`src/rtl/incseq_pkg.sv`:
```
// Package: shared encodings and state types for the increment sequencer.
// Assumes byte-wide memory and the two fixed increment encodings.
package incseq_pkg;

    // Sequencer phases
    typedef enum logic [1:0] {
        ST_FETCH = 2'd0,
        ST_EXEC  = 2'd1,
        ST_HALT  = 2'd2
    } seq_state_t;

    // Decoded operation kinds
    typedef enum logic [1:0] {
        OP_NONE  = 2'd0,
        OP_INC16 = 2'd1,
        OP_INC8  = 2'd2
    } inc_op_t;

    localparam logic [4:0] WIDE_TAG    = 5'b01000;  // top bits of one-byte increment
    localparam logic [7:0] NARROW_PFX  = 8'hFE;     // first byte of byte-half increment
    localparam logic [4:0] NARROW_TAG  = 5'b11000;  // top bits of its second byte
    localparam int         NUM_REGS    = 8;         // fixed by the 3-bit register code
    localparam int         NUM_SPLIT   = 4;         // registers with addressable halves

endpackage

```
`src/rtl/incseq_fetch.sv`:
```
// Module: incseq_fetch
// Fetches one byte per cycle at the instruction pointer, stores it in the
// instruction-register bank, and tests completeness after each byte.
// A finished instruction gets one execute cycle; a bad encoding halts.
// Assumes memory returns the byte combinationally in the read cycle.
module incseq_fetch
    import incseq_pkg::*;
#(
    parameter int                ADDR_W   = 20,
    parameter int                IR_DEPTH = 4,
    parameter logic [ADDR_W-1:0] RESET_IP = '0
) (
    input  logic              clk,
    input  logic              rst_n,
    output logic [ADDR_W-1:0] mem_addr,
    output logic              mem_rd_n,
    input  logic [7:0]        mem_data,
    output logic              exec_valid,
    output inc_op_t           exec_op,
    output logic [2:0]        exec_code,
    output logic              halted
);

    localparam int CNT_W = (IR_DEPTH > 1) ? $clog2(IR_DEPTH) : 1;
    localparam logic [CNT_W-1:0] LAST_SLOT = CNT_W'(IR_DEPTH - 1);

    seq_state_t        st_q;
    logic [ADDR_W-1:0] ip_q;
    logic [CNT_W-1:0]  cnt_q;
    logic [7:0]        ir_q [IR_DEPTH];
    inc_op_t           op_q;
    logic [2:0]        code_q;

    logic              chk_done;
    logic              chk_bad;
    inc_op_t           chk_op;
    logic [2:0]        chk_code;

    // Completeness test on the byte arriving in this fetch cycle
    always_comb begin
        chk_done = 1'b0;
        chk_bad  = 1'b0;
        chk_op   = OP_NONE;
        chk_code = mem_data[2:0];
        if (cnt_q == '0) begin
            if (mem_data[7:3] == WIDE_TAG) begin
                chk_done = 1'b1;
                chk_op   = OP_INC16;
            end else if (mem_data != NARROW_PFX) begin
                chk_bad = 1'b1;
            end
        end else if (cnt_q == CNT_W'(1) && ir_q[0] == NARROW_PFX) begin
            if (mem_data[7:3] == NARROW_TAG) begin
                chk_done = 1'b1;
                chk_op   = OP_INC8;
            end else begin
                chk_bad = 1'b1;
            end
        end else begin
            chk_bad = 1'b1;
        end
        if (!chk_done && !chk_bad && cnt_q == LAST_SLOT) begin
            chk_bad = 1'b1;
        end
    end

    // Sequencer: latch byte, step pointer, choose next phase
    always_ff @(posedge clk) begin
        if (!rst_n) begin
            st_q   <= ST_FETCH;
            ip_q   <= RESET_IP;
            cnt_q  <= '0;
            op_q   <= OP_NONE;
            code_q <= '0;
            for (int i = 0; i < IR_DEPTH; i++) begin
                ir_q[i] <= '0;
            end
        end else begin
            case (st_q)
                ST_FETCH: begin
                    ir_q[cnt_q] <= mem_data;
                    ip_q        <= ip_q + 1'b1;
                    if (chk_bad) begin
                        st_q <= ST_HALT;
                    end else if (chk_done) begin
                        st_q   <= ST_EXEC;
                        op_q   <= chk_op;
                        code_q <= chk_code;
                        cnt_q  <= '0;
                    end else begin
                        cnt_q <= cnt_q + 1'b1;
                    end
                end
                ST_EXEC: st_q <= ST_FETCH;
                default: st_q <= ST_HALT;
            endcase
        end
    end

    // Port drive from phase and pointer
    always_comb begin
        mem_addr   = ip_q;
        mem_rd_n   = (st_q != ST_FETCH);
        exec_valid = (st_q == ST_EXEC);
        exec_op    = op_q;
        exec_code  = code_q;
        halted     = (st_q == ST_HALT);
    end

endmodule

```
`src/rtl/incseq_regfile.sv`:
```
// Module: incseq_regfile
// Eight REG_W-bit registers. A wide increment adds one to a whole register.
// A narrow increment adds one to the low half (codes 0-3) or the high half
// (codes 4-7) of registers 0-3, with no carry between halves.
// Assumes at most one increment request per cycle.
module incseq_regfile
    import incseq_pkg::*;
#(
    parameter int REG_W = 16
) (
    input  logic             clk,
    input  logic             rst_n,
    input  logic             inc_valid,
    input  inc_op_t          inc_op,
    input  logic [2:0]       inc_code,
    input  logic [2:0]       obs_sel,
    output logic [REG_W-1:0] obs_data
);

    localparam int HALF_W = REG_W / 2;

    logic [NUM_REGS-1:0][REG_W-1:0] regs_w;

    for (genvar g = 0; g < NUM_REGS; g++) begin : g_reg
        logic [REG_W-1:0] r_q;
        logic             hit_wide;
        logic             hit_lo;
        logic             hit_hi;

        assign hit_wide = inc_valid && inc_op == OP_INC16 && inc_code == 3'(g);

        if (g < NUM_SPLIT) begin : g_split
            assign hit_lo = inc_valid && inc_op == OP_INC8 && inc_code == 3'(g);
            assign hit_hi = inc_valid && inc_op == OP_INC8 && inc_code == 3'(g + NUM_SPLIT);
        end else begin : g_whole
            assign hit_lo = 1'b0;
            assign hit_hi = 1'b0;
        end

        // Register update: whole-word or independent half increment
        always_ff @(posedge clk) begin
            if (!rst_n) begin
                r_q <= '0;
            end else if (hit_wide) begin
                r_q <= r_q + 1'b1;
            end else begin
                if (hit_lo) r_q[HALF_W-1:0]     <= r_q[HALF_W-1:0] + 1'b1;
                if (hit_hi) r_q[REG_W-1:HALF_W] <= r_q[REG_W-1:HALF_W] + 1'b1;
            end
        end

        assign regs_w[g] = r_q;
    end

    // Observation read mux
    always_comb obs_data = regs_w[obs_sel];

endmodule

```
`src/rtl/incseq_core.sv`:
```
// Module: incseq_core (top)
// Joins the byte fetcher and the register file. Retire marks the execute
// cycle; illegal marks a permanent halt on an unsupported encoding.
// Assumes a combinational byte memory on mem_addr/mem_data.
module incseq_core
    import incseq_pkg::*;
#(
    parameter int                ADDR_W   = 20,
    parameter int                IR_DEPTH = 4,
    parameter int                REG_W    = 16,
    parameter logic [ADDR_W-1:0] RESET_IP = '0
) (
    input  logic              clk,
    input  logic              rst_n,
    output logic [ADDR_W-1:0] mem_addr,
    output logic              mem_rd_n,
    input  logic [7:0]        mem_data,
    output logic              illegal,
    output logic              retire,
    input  logic [2:0]        obs_sel,
    output logic [REG_W-1:0]  obs_data
);

    logic       exec_valid;
    inc_op_t    exec_op;
    logic [2:0] exec_code;
    logic       halted;

    incseq_fetch #(
        .ADDR_W  (ADDR_W),
        .IR_DEPTH(IR_DEPTH),
        .RESET_IP(RESET_IP)
    ) u_fetch (
        .clk       (clk),
        .rst_n     (rst_n),
        .mem_addr  (mem_addr),
        .mem_rd_n  (mem_rd_n),
        .mem_data  (mem_data),
        .exec_valid(exec_valid),
        .exec_op   (exec_op),
        .exec_code (exec_code),
        .halted    (halted)
    );

    incseq_regfile #(
        .REG_W(REG_W)
    ) u_regs (
        .clk      (clk),
        .rst_n    (rst_n),
        .inc_valid(exec_valid),
        .inc_op   (exec_op),
        .inc_code (exec_code),
        .obs_sel  (obs_sel),
        .obs_data (obs_data)
    );

    // Status outputs
    always_comb begin
        illegal = halted;
        retire  = exec_valid;
    end

endmodule

```
`config.mk`:
```
export PLATFORM = sky130hd
export DESIGN_NAME = incseq_core
export DESIGN_NICKNAME = d
export VERILOG_FILES = /design/src/rtl/incseq_pkg.sv /design/src/rtl/incseq_fetch.sv /design/src/rtl/incseq_regfile.sv /design/src/rtl/incseq_core.sv
export SDC_FILE = /design/constraint.sdc
export NUM_CORES = 1
export LEC_CHECK = 0
export BUFFER_PORTS_ARGS = -buffer_cell sky130_fd_sc_hd__buf_2
export CAP_MARGIN = 40
export CORE_MARGIN = 4
export CORE_UTILIZATION = 46
export CTS_CLUSTER_SIZE = 14
export DETAILED_ROUTE_END_ITERATION = 12
export SLEW_MARGIN = 25
export SYNTH_ARGS = -nofsm -noshare
export SYNTH_HDL_FRONTEND = slang
export SYNTH_SLANG_ARGS = --single-unit
```
`constraint.sdc`:
```
create_clock -name clk -period 3.2 [get_ports clk]
set_input_delay 0.64 -clock clk [delete_from_list [all_inputs] [get_ports clk]]
set_output_delay 0.64 -clock clk [all_outputs]
set_load 0.005 [all_outputs]
```
-- Word level (Yosys, flattened, before mapping)
Memories as Yosys holds them, arrays and structs flattened.
Cells that the tools add are included.
- $add $sub $neg: 18
- equal/unequal tests: 18
- reduce and logical (&&, ||, !) cells: 38
- muxes and demuxes: 39
- bitwise operators: 1
- magnitude comparators: 1
- operators with widths (operator ; number):
    16-bit by 1-bit adder with 16-bit output (second input constant) ; 8
    16-bit 2-to-1 mux ; 5
    8-bit 2-to-1 mux ; 9
    8-bit by 1-bit adder with 8-bit output (second input constant) ; 8
    16-bit binary-select mux with 3-bit select ; 1
    1-bit logical AND ; 21
    20-bit by 1-bit adder with 20-bit output (second input constant) ; 1
    2-bit nonzero test ; 9
    1-bit 2-to-1 mux ; 16
    2-bit 2-to-1 mux ; 7
    3-bit equality test (second input constant) ; 4
    8-bit equality test (second input constant) ; 1
    8-bit != test (second input constant) ; 1
    8-bit OR reduction ; 1
    2-bit by 1-bit equality test with 1-bit output (second input constant) ; 3
    2-bit equality test (second input constant) ; 3
    3-bit by 2-bit equality test with 1-bit output (second input constant) ; 2
    5-bit by 4-bit equality test with 1-bit output (second input constant) ; 1
    5-bit equality test (second input constant) ; 1
    2-bit zero test ; 2
    3-bit by 4-bit less-than comparator with 1-bit output (second input constant) ; 1
    2-bit case mux with 2 select lines ; 1
    3-bit by 1-bit equality test with 1-bit output (second input constant) ; 1
    3-bit zero test ; 1
    6 further kinds ; 7
- output and inout bits: 39
- bits in registers: 157
- memory bits (writable): 32
- memories kept: 1
- memories (name ; depth ; width ; rd ports ; clocked after memory_dff ; wr ports ; RTL line ; source):
    u_fetch.ir_q ; 4 ; 8 ; 1 ; 0 ; 4 ; incseq_fetch.sv:30 ; logic [7:0] ir_q [IR_DEPTH];

-- Logic depth before layout (Yosys ltp)
An unclocked memory read counts as a cell.
- depth in word-level cells: 11
- mapped depth: 7

-- By module
Synthesis repeated with hierarchy kept, for this count alone.
- cells, all modules: 928
- area total of the unflattened synthesis: 8612.0 um^2
- by module, submodules not included (module ; cells an instance ; instances ; area each (um^2)):
    incseq_regfile ; 743 ; 1 ; 6864.1
    incseq_fetch ; 185 ; 1 ; 1747.9

-- Worst setup path before layout
No wires, ideal clock.
- path type: input port to output port
- start point: in obs_sel[1]
- end point: out obs_data[7]
- slack: 428 ps
- required time: 2560 ps
- stages: 5
- arrival: 2132 ps
- cell sequence: clkbuf_1 clkbuf_1 buf_2 mux4_2 mux2_2
- longest elaborated chain between the ends: 2
- ends and longest elaborated chain (what ; RTL line ; source):
    from (decl) ; incseq_core.sv:20 ; input logic [2:0] obs_sel,
    16-bit binary-select mux with 3-bit select ; incseq_regfile.sv:56 ; always_comb obs_data = regs_w[obs_sel];
    16-bit 2-to-1 mux (not written as such) ; incseq_regfile.sv:56 ;
    to (decl) ; incseq_core.sv:21 ; output logic [REG_W-1:0] obs_data
No other way between the ends. The select of a mux whose other input is x is not followed.

-- Worst setup path in the final report
- start point: in obs_sel[1]
- end point: out obs_data[5]
The elaborated chain is that of the path after synthesis.

==> run metrics <==
wire length per cell after detailed routing=between 15 and 20 um; Die Y-Extent=145 um; Post-Syn Area=about 8700 sq um; CP top delay family=multiplexers; transition time at the pin with the least slew margin=between 0.8 and 0.9 ns; number of fill cells in the layout=1689; CTS Buf Count=17; hold worst-path end=u_fetch.exec_code[1]; clk sink count=165; peak clock frequency supported by timing=384 MHz; via count of the first global-routing pass=6605; final setup skew=0.00965 ns; synthesized-area fraction occupied by xor and xnor cells=10.3%; status=completed; data required time of the worst path=2.56 ns; antenna cell count=0; number of setup buffers added after CTS=0; Slew HR=44.0%; number of setup violations in the final report=0; number of rows in the core area=49; post-synthesis compound-gate area fraction=under 10%; top-area cell type share of the netlist area=36.3%; classification of the worst-slack hold path=in2reg; buffer type at the clock tree root=clkbuf_16; combinational family with the most area after synthesis=simple AND/OR/NAND/NOR gates; cells taking the most area after synthesis=dfxtp_1 (36%), mux4_2 (8.3%), xor2_1 (5.4%); layout-stage area growth over the synthesis result=12.1%; DRC errors left=0; Worst Path Arrival=1.97 ns; time the final worst path needs with I/O delays and setup=2.61 ns; clock tree from TritonCTS=built; proportion of synthesized flip-flops having asynchronous set or reset=0%; worst reg2reg path depth=5; Max Cap Viol=0; post-synthesis cell type with the largest combined area=dfxtp_1; commonest cells after routing, fill and taps aside=dfxtp_1 (157), nor2_1 (118), nand2_1 (68), xor2_1 (53), buf_2 (51); core region area=18300 sq um; Max H-tree Level=4; pin count of the biggest net entering global routing=58; sequential-to-total area share from yosys stat=39.0%; 1st-pass router iterations=5; hold path depth=3; mean area per synthesized cell=9.20 sq um; Final Hold Viols=0; number of nets still failing antenna checks after routing=0; number of top-level design ports=52; total overflow reported by the global router=0; gr usage total=21.8%; number of antenna violations at the first check in global routing=0; Post-layout nets=1012; number of distinct standard cells referenced by the synthesized netlist=65; half-perimeter wire length after placement=17.1 mm; Buffers on Ports=51; clock-pin slew reported for the worst setup and hold paths after clock tree synthesis=0.06 ns; worst r2r src=u_fetch.exec_code[2]; Pleak=3.41 nW; startpoint kind of the worst setup timing path=primary input; reg-to-reg endpoint=u_regs.g_reg[0].r_q[14]; Critical Path Sink Type=output port; count of flip-flops with a built-in enable after synthesis=8; simple-gate share of the synthesized area=26.2%; number of resized instances in the post-cts repair step=0; critical path buffer and inverter count=3; area enclosed by the die boundary=21100 sq um; commonest non-fill, non-tap cell in the layout=dfxtp_1; share of cell area taken by muxes after synthesis=between 10 and 15%; worst reg2reg setup slack=0.78 ns; worst hold slack across all endpoints=0.468 ns; primary flip-flop cell chosen by synthesis mapping=dfxtp_1; adder-cell share of the synthesized area=2.31%; cell with the most instances on the worst path=buf_2; Max stage delay on crit path=0.52 ns; cell type of the slowest stage on the worst timing path=mux4_2; Max Root-Sink Buffers=2; Syn Nets=971; placer congestion estimate=approximately 0.86; clock insertion delay at the later pin of the skew report=0.44 ns; Die X-Extent=145 um; Post-CTS Hold Buffers=0; crit path cell chain=buf_2, buf_12, mux4_2, mux2_2, buf_2; ratio of cells with drive above 1 in the final layout=between 10% and 20%; vias after detailed routing=7125; count of final max-slew check failures=0; via count normalized by instance count=5.82; Pwr Density=~430 nW/um^2; unrepaired setup endpoints after global routing=no; Worst Setup Path Type=in2out; violation count after the first detailed-route iteration=between 500 and 600; maximum vdd drop=around 370 uV; Total Wirelength=22.9 mm; Yosys warning count=0; Post-Synthesis Cells=942; wire length of the first global-routing pass=36.7 mm; worst-path maximum fanout=32; sum of negative setup slack=0 ns; critical hold path startpoint=mem_data[1]; effective utilization at floorplan=between 40% and 50%; final cycle utilization of the critical path=around four fifths; flip-flop and latch count after synthesis=around 170
-- kinds of logic (layout without fill, tap and decap cells) --
family	count (synthesis)	in the layout
AO/OA/AOI/OAI	119	119
XOR/XNOR	101	101
adder cells (fa/ha/maj)	16	16
buffers and inverters	63	117
flip-flops	165	165
multiplexers	53	53
AND/OR/NAND/NOR	425	425
-- through the flow --
step / utilization [%] / worst slack, ns / std cells / area (sq um) / total power [mW]
6_report: 53.2 / 0.595 / 1225 / 9720 / 4.20
2_1_floorplan: - / 0.428 / 942 / 8670 / 2.24
3_3_place_gp: 50.1 / 0.617 / 1193 / 9160 / 2.29
5_1_grt: 53.2 / 0.545 / 1225 / 9720 / 4.34
3_5_place_dp: 50.1 / 0.596 / 1193 / 9160 / 2.29
4_1_cts: 53.2 / 0.595 / 1225 / 9720 / 4.24
-- worst max path at each step --
stage | startpoint | end | slack (ns) | depth (start not counted)
after CTS | obs_sel[1] | obs_data[5] | 0.60 | 5
after global placement | obs_sel[1] | obs_data[5] | 0.62 | 5
after global routing | obs_sel[1] | obs_data[5] | 0.55 | 5
after floorplan | obs_sel[1] | obs_data[7] | 0.43 | 5
after detailed placement | obs_sel[1] | obs_data[5] | 0.60 | 5
final | obs_sel[1] | obs_data[5] | 0.59 | 5
-- flip-flops by register name, summed over array words and instances (netlist names) --
register and count:
u_fetch.exec_op 2, u_fetch.st_q 2, u_fetch.cnt_q 2, u_regs.g.r_q 128, u_fetch.mem_addr 20, u_fetch.exec_code 3, u_fetch.ir_q 8
-- layer usage --
layer	vias to the layer above	GRT usage [%]	part of all wire (%)
li1	3487	-	-
met1	3407	28.9	45
met2	194	34.2	46
met3	37	4.49	5.1
met4	0	10.5	4.1
met5	-	0	0
-- where the power goes --
part	internal, mW	total [mW]	switching [mW]
Sequential	2.08	2.10	0.0149
Clock	1.08	1.96	0.883
Combinational	0.0539	0.141	0.0868
Total	3.21	4.20	0.985
-- cells in the mapped netlist (2+ instances only) --
| cell type | n |
|---|---|
| and4bb_2 | 3 |
| or4b_4 | 3 |
| nor4_4 | 2 |
| xnor2_1 | 47 |
| nand3_1 | 48 |
| nor3_1 | 23 |
| nand4bb_1 | 3 |
| nor2b_1 | 5 |
| mux2i_1 | 5 |
| nor2_1 | 118 |
| nor3_2 | 2 |
| ha_1 | 16 |
| and3_1 | 19 |
| o211ai_1 | 6 |
| a21oi_1 | 46 |
| nor4_1 | 15 |
| nand2_1 | 68 |
| dfxtp_1 | 157 |
| buf_1 | 2 |
| and2_1 | 13 |
| xor2_1 | 53 |
| nand2b_1 | 4 |
| buf_2 | 11 |
| nand4_1 | 37 |
| a31oi_1 | 3 |
| o31ai_1 | 5 |
| o21ai_0 | 43 |
| and3b_1 | 2 |
| or4_1 | 4 |
| buf_4 | 2 |
| nor3b_1 | 3 |
| inv_1 | 22 |
| o2111ai_1 | 3 |
| clkbuf_1 | 25 |
| or4b_1 | 2 |
| edfxtp_1 | 8 |
| mux2_2 | 16 |
| mux4_2 | 32 |
| and4_1 | 9 |
| or3_1 | 32 |
-- worst register-to-register path, stage by stage, from the launching register on --
cell       delay, ns
dfxtp_1         0.51
nand4bb_1       0.32
nor4_1          0.72
o2111ai_1       0.28
or3_1           0.37
a21oi_1         0.15
-- final cells by class --
type	count	area [sq um]	area share, %
clock buffer	18	429	4.42
clock inverter	14	130	1.34
inverter	22	85.1	0.875
multi-input combinational	714	5020	51.7
sequential	165	3380	34.8
tap	229	287	2.95
timing repair buffer	63	383	3.94
No activity file was read; power rests on OpenSTA's default activity.
